**src/rtl/rsr_pkg.sv**
```systemverilog
package rsr_pkg;
  localparam int REG_W       = 16;
  localparam int B_EXT_HARD  = 0;
  localparam int B_EXT_SOFT  = 1;
  localparam int B_INT_BASE  = 2;
  localparam int B_PWR_ON    = 6;
  localparam int B_ILL_CHG   = 9;
  localparam int B_GL_POR    = 10;
  localparam int B_GL_HRST   = 11;
  localparam int B_GL_SRST   = 12;
  localparam int MAX_INT     = B_PWR_ON - B_INT_BASE;
  typedef logic [REG_W-1:0] rsr_word_t;
  localparam rsr_word_t RSV_MASK = 16'hE180;
  localparam rsr_word_t POR_VAL  = rsr_word_t'(1) << B_PWR_ON;
endpackage

```
**src/rtl/rsr_glitch_qual.sv**
```systemverilog
module rsr_glitch_qual #(
  parameter int CYC = 4
) (
  input  logic clk_i,
  input  logic rst_ni,
  input  logic pin_i,
  output logic hit_o
);
  localparam int CW = $clog2(CYC + 1);
  logic [CW-1:0] cnt_q;

  // saturating run-length counter; hit fires once per assertion
  always_ff @(posedge clk_i or negedge rst_ni) begin
    if (!rst_ni)                    cnt_q <= '0;
    else if (!pin_i)                cnt_q <= '0;
    else if (cnt_q != CW'(CYC))     cnt_q <= cnt_q + 1'b1;
  end

  assign hit_o = pin_i && (cnt_q == CW'(CYC - 1));
endmodule

```
**src/rtl/rsr_lock_guard.sv**
```systemverilog
module rsr_lock_guard #(
  parameter int          W       = 2,
  parameter logic [W-1:0] RST_VAL = '0
) (
  input  logic         clk_i,
  input  logic         rst_ni,
  input  logic         wr_i,
  input  logic         lock_i,
  input  logic [W-1:0] wdata_i,
  output logic [W-1:0] q_o,
  output logic         viol_o
);
  logic [W-1:0] q_q;

  always_ff @(posedge clk_i or negedge rst_ni) begin
    if (!rst_ni)              q_q <= RST_VAL;
    else if (wr_i && !lock_i) q_q <= wdata_i;
  end

  assign q_o    = q_q;
  assign viol_o = wr_i && lock_i && (wdata_i != q_q);
endmodule

```
**src/rtl/rsr_flag_bank.sv**
```systemverilog
module rsr_flag_bank
  import rsr_pkg::*;
(
  input  logic      clk_i,
  input  logic      rst_ni,
  input  rsr_word_t set_i,
  input  rsr_word_t clr_i,
  output rsr_word_t q_o
);
  rsr_word_t q_q;

  // set has priority over clear in the same cycle
  always_ff @(posedge clk_i or negedge rst_ni) begin
    if (!rst_ni) q_q <= POR_VAL;
    else         q_q <= ((q_q & ~clr_i) | set_i) & ~RSV_MASK;
  end

  assign q_o = q_q;
endmodule

```
**src/rtl/rst_status_reg.sv**
```systemverilog
module rst_status_reg
  import rsr_pkg::*;
#(
  parameter int              N_INT      = 4,
  parameter int              GLITCH_CYC = 4,
  parameter int              LPM_W      = 2,
  parameter int              MF_W       = 12,
  parameter int              DIVF_W     = 5,
  parameter logic [LPM_W-1:0]  LPM_RST  = '0,
  parameter logic [MF_W-1:0]   MF_RST   = '0,
  parameter logic [DIVF_W-1:0] DIVF_RST = '0
) (
  input  logic              clk_i,
  input  logic              rst_ni,
  input  logic              ext_hard_evt_i,
  input  logic              ext_soft_evt_i,
  input  logic [N_INT-1:0]  int_evt_i,
  input  logic              por_pin_i,
  input  logic              hrst_pin_i,
  input  logic              reg_wr_i,
  input  logic [15:0]       reg_wdata_i,
  output logic [15:0]       reg_rdata_o,
  input  logic              lpm_wr_i,
  input  logic              lpm_lock_i,
  input  logic [LPM_W-1:0]  lpm_wdata_i,
  output logic [LPM_W-1:0]  lpm_o,
  input  logic              pll_wr_i,
  input  logic              pll_lock_i,
  input  logic [MF_W-1:0]   mf_wdata_i,
  input  logic [DIVF_W-1:0] divf_wdata_i,
  output logic [MF_W-1:0]   mf_o,
  output logic [DIVF_W-1:0] divf_o
);
  localparam int N_PIN  = 2;
  localparam int PLL_W  = MF_W + DIVF_W;
  localparam int N_USE  = (N_INT < MAX_INT) ? N_INT : MAX_INT;

  logic [N_PIN-1:0] pin_lvl, pin_hit;
  logic             any_int, lpm_viol, pll_viol;
  logic [PLL_W-1:0] pll_q;
  rsr_word_t        set_vec, clr_vec, flags;

  assign pin_lvl = {hrst_pin_i, por_pin_i};

  for (genvar g = 0; g < N_PIN; g++) begin : g_qual
    rsr_glitch_qual #(.CYC(GLITCH_CYC)) i_qual (
      .clk_i (clk_i),
      .rst_ni(rst_ni),
      .pin_i (pin_lvl[g]),
      .hit_o (pin_hit[g])
    );
  end

  rsr_lock_guard #(.W(LPM_W), .RST_VAL(LPM_RST)) i_lpm_guard (
    .clk_i  (clk_i),
    .rst_ni (rst_ni),
    .wr_i   (lpm_wr_i),
    .lock_i (lpm_lock_i),
    .wdata_i(lpm_wdata_i),
    .q_o    (lpm_o),
    .viol_o (lpm_viol)
  );

  rsr_lock_guard #(.W(PLL_W), .RST_VAL({MF_RST, DIVF_RST})) i_pll_guard (
    .clk_i  (clk_i),
    .rst_ni (rst_ni),
    .wr_i   (pll_wr_i),
    .lock_i (pll_lock_i),
    .wdata_i({mf_wdata_i, divf_wdata_i}),
    .q_o    (pll_q),
    .viol_o (pll_viol)
  );

  assign mf_o   = pll_q[PLL_W-1:DIVF_W];
  assign divf_o = pll_q[DIVF_W-1:0];

  assign any_int = |int_evt_i;

  always_comb begin
    set_vec = '0;
    // internal sources alias onto both external indicators
    set_vec[B_EXT_HARD] = ext_hard_evt_i | any_int;
    set_vec[B_EXT_SOFT] = ext_soft_evt_i | any_int;
    set_vec[B_GL_SRST]  = ext_soft_evt_i | any_int;
    for (int k = 0; k < N_USE; k++) set_vec[B_INT_BASE + k] = int_evt_i[k];
    set_vec[B_ILL_CHG]  = lpm_viol | pll_viol;
    set_vec[B_GL_POR]   = pin_hit[0];
    set_vec[B_GL_HRST]  = pin_hit[1];
  end

  assign clr_vec = reg_wr_i ? reg_wdata_i : '0;

  rsr_flag_bank i_flags (
    .clk_i (clk_i),
    .rst_ni(rst_ni),
    .set_i (set_vec),
    .clr_i (clr_vec),
    .q_o   (flags)
  );

  assign reg_rdata_o = flags;
endmodule

```
**config.mk**
```make
export PLATFORM = sky130hd
export DESIGN_NAME = rst_status_reg
export DESIGN_NICKNAME = d
export VERILOG_FILES = /design/src/rtl/rsr_pkg.sv /design/src/rtl/rsr_glitch_qual.sv /design/src/rtl/rsr_lock_guard.sv /design/src/rtl/rsr_flag_bank.sv /design/src/rtl/rst_status_reg.sv
export SDC_FILE = /design/constraint.sdc
export NUM_CORES = 1
export LEC_CHECK = 0
export BUFFER_PORTS_ARGS = -buffer_cell sky130_fd_sc_hd__buf_2
export CAP_MARGIN = 20
export CORE_ASPECT_RATIO = 1.75
export CORE_UTILIZATION = 40
export DETAILED_ROUTE_END_ITERATION = 8
export GPL_TIMING_DRIVEN = 1
export PLACE_DENSITY_LB_ADDON = 0.1
export SYNTH_ARGS = -nofsm -noshare
export SYNTH_HDL_FRONTEND = slang
export SYNTH_HIERARCHICAL = 1
export SYNTH_SLANG_ARGS = --single-unit
```
**constraint.sdc**
```tcl
create_clock -name clk_i -period 1.6 [get_ports clk_i]
set_input_delay 0 -clock clk_i [delete_from_list [all_inputs] [get_ports clk_i]]
set_output_delay 0 -clock clk_i [all_outputs]
set_load 0.02 [all_outputs]
```
==> summary by stage <==
Cells and area
The area overhead of the layout relative to synthesis is 47.2%. The multi-input gate area in the final layout is 968 um2. The total area of sequential cells is 913 um2.

The count of inserted antenna diode cells is 0. Of the cells placed in the final design, the portion with a size suffix greater than 1 is 48.9%. The post-layout instance area is 2820 um2. In the layout the commonest cells are 74 x sky130_fd_sc_hd__buf_2, 26 x sky130_fd_sc_hd__dfrtp_1, 26 x sky130_fd_sc_hd__dlygate4sd3_1. The post-layout instance count excluding filler cells is 330. The library cell used most frequently in the layout, excluding fill and tap cells, is sky130_fd_sc_hd__buf_2.

The net total in the final layout is 333. The number of fillers in the final layout is 452.

Status
The checks that failed: negative setup slack. The flow ran to the end, but the final reports show violations.

Timing
Between clock sinks in the finished design, the worst skew comes to 6.43 ps. Setup repair after global routing could not meet its margin everywhere. The worst setup margin is -40.2 ps. The maximum clock frequency is 0.610 GHz. Setup violations remaining at the end of the flow were counted as 1. The number of hold-slack violations in the final timing report is 0. At the pin with the least slew margin, the transition time is 694 ps.

The post-route fraction of the period consumed by the critical path is 103%. The clock period minus worst slack is 1640 ps. The worst-case headroom to the max-slew limit is 53.7%. Hold timing on the final database bottoms out at a slack of 15.7 ps.

The count of pins over their slew limit is 0.

Global route
The number of antenna violations at the first check in global routing is 0. Entering global routing, the biggest net connects 32 pins. Global routing used 17.8% of the available tracks across all layers. Summed over all layers, the global routing overflow is 0. The first global-routing pass estimated 6.53 mm of wire.

The via count of the first global-routing pass is 1,550.

Setup path
For the worst setup path, the data arrival time is 1810 ps. The startpoint identified for the worst register-to-register timing path is i_pll_guard/q_o[3]$_DFFE_PN0P_. The worst setup path is captured at a flop. The worst register-to-register path ends at i_flags/q_o[9]$_DFF_PN0_.

The worst setup path is launched from a flop. The count of buffering cells on the critical path with inverters included is 0. Traced cell by cell, the critical path runs through xnor2_2 -> nand4_1 -> nor4_4 -> a41oi_2 -> or2_4 -> a21o_1.

In this run the worst path has a maximum fanout of 2. The worst reg-to-reg path cell count is 6. The critical path in this run is classified as reg2reg. Across all register-to-register paths, the minimum setup slack is -40 ps.

The source of the critical timing path is i_pll_guard/q_o[3]$_DFFE_PN0P_. The required time of the critical path is 1770 ps. For this design, the slowest cell found on the critical path is sky130_fd_sc_hd__dfrtp_2. The cell type group with the largest total delay on the critical path is simple AND/OR/NAND/NOR gates.

The maximum single-stage delay on the critical path is 430 ps.

Place
Counting tap cells, the placed design contains a total of 296 instances. The half-perimeter wire length after placement is 2.87 mm. The congestion estimate from routability-driven global placement came to 0.705. The number of buffers inserted by port buffering is 74. The instance area at placement is 2390 um2.

CTS
At the later pin of the worst-skew pair, clock insertion delay measures 280 ps. The CTS tree is built. The clock root buffer master is sky130_fd_sc_hd__clkbuf_8.

The clock buffer count from CTS is 5. Clock-pin slew was measured on the worst setup and hold paths at 70 ps. The clock tree buffer depth is 2. For this design, the sink count on the clock tree is 36. The total number of H-tree levels is 2. Post-CTS timing repair inserted 0 buffers for setup.

Power
The maximum VDD drop is 0.000651 V. Combinational logic is responsible for 32.6% of the overall power. The power density over the cells is 965 nW/um2. The leakage component of the power is 1.39 nW. The clock network is responsible for 24.0% of the overall power. The total internal power is 1.88 mW. For this design the total switching power over the nets is 848 uW.

Registers are responsible for 43.4% of the overall power. Total power for the finished layout comes to 2.73 mW. Net switching is 31.1% of the power.

Floorplanning
The standard-cell row count is 33. The full die area is 5090 um2. The number of top-level design ports is 85. The floorplan step set the die width to 54.3 um. The starting density of the core is 41.5%. In this run the standard cell core region covers 4620 um2. The die extent in y is 93.6 um.

Flow run
The max-cap check violation count is 0.

Routing
In the routed design, unresolved DRC markers number 0. The via count normalized by instance count is 4.53. The detailed router placed 1,495 vias in this run. The length of the first detailed-routing pass in iterations is 4. The final layout contains routed wiring with a total length of 4.02 mm. In this run the remaining antenna-violating nets after routing total 0. The routed wirelength normalized by instance count is 12.2 um. In this run, the number of DRC markers left after iteration 0 of detailed routing was 11.

Worst hold path
The worst hold path cell count is 2. For hold timing, the worst endpoint is i_pll_guard/q_o[3]$_DFFE_PN0P_. In this run the worst hold path is classified as in2reg. The launch instance of the worst min-delay path is divf_wdata_i[3].

Logic synthesis
The area of the mapped netlist is 1920 um2. The instance count of the mapped netlist is 162. The synthesized area per cell is 11.8 um2. The number of warnings issued by yosys is 6.
==> repair_timing <==
item                       in CTS  in global routing
gates resized for setup         4                  7
setup endpoints to repair       1                  1
pin swaps                       5                  6
hold endpoints to repair       58                  0
hold buffers                   26                  0
==> layer usage <==
metal  GRT usage, %  vias to the layer above  part of all wire, %
met5              0                        -                    0
met2           31.4                       41                   55
met3           4.23                        5                  5.1
met1           19.6                      705                   39
li1               -                      744                    -
met4           6.41                        0                  1.5
==> power by group through the flow <==
stage          logic (mW)  clock network [mW]  registers, mW
6_report            0.889               0.654           1.18
4_1_cts             0.879               0.688           1.18
5_1_grt             0.979               0.726           1.20
3_5_place_dp        0.814                   0           1.19
2_1_floorplan       0.391                   0           1.31
3_3_place_gp        0.808                   0           1.19
==> metrics by stage <==
step | setup WS (ps) | utilization (%) | setup TNS (ps)
after floorplan | 11.7 | - | 0
after detailed placement | -156 | 51.8 | -156
final | -40.2 | 61.1 | -40.2
after global placement | -124 | 51.8 | -124
after global routing | -104 | 61.1 | -104
after CTS | -107 | 59.9 | -107
==> flip-flops by register name, indices dropped and copies added (netlist names) <==
name / count
g_qual.i_qual/cnt_q: 6
i_lpm_guard/q_o: 2
i_pll_guard/q_o: 17
i_flags/q_o: 11
==> worst max-delay path by stage <==
stage,to,cells after the start
floorplan,i_flags/q_o[9]$_DFF_PN0_,6
global placement,i_flags/q_o[9]$_DFF_PN0_,6
detailed placement,i_flags/q_o[9]$_DFF_PN0_,6
CTS,i_flags/q_o[9]$_DFF_PN0_,6
global route,i_flags/q_o[9]$_DFF_PN0_,6
finish,i_flags/q_o[9]$_DFF_PN0_,6
==> final cells by class <==
cell class	count	share of cell area, %
clock buffer	6	2.92
multi-input combinational	105	34.3
sequential	36	32.3
clock inverter	2	0.354
inverter	17	2.26
tap	52	2.30
timing repair buffer	112	25.5
(Power assumes the default switching activity.)
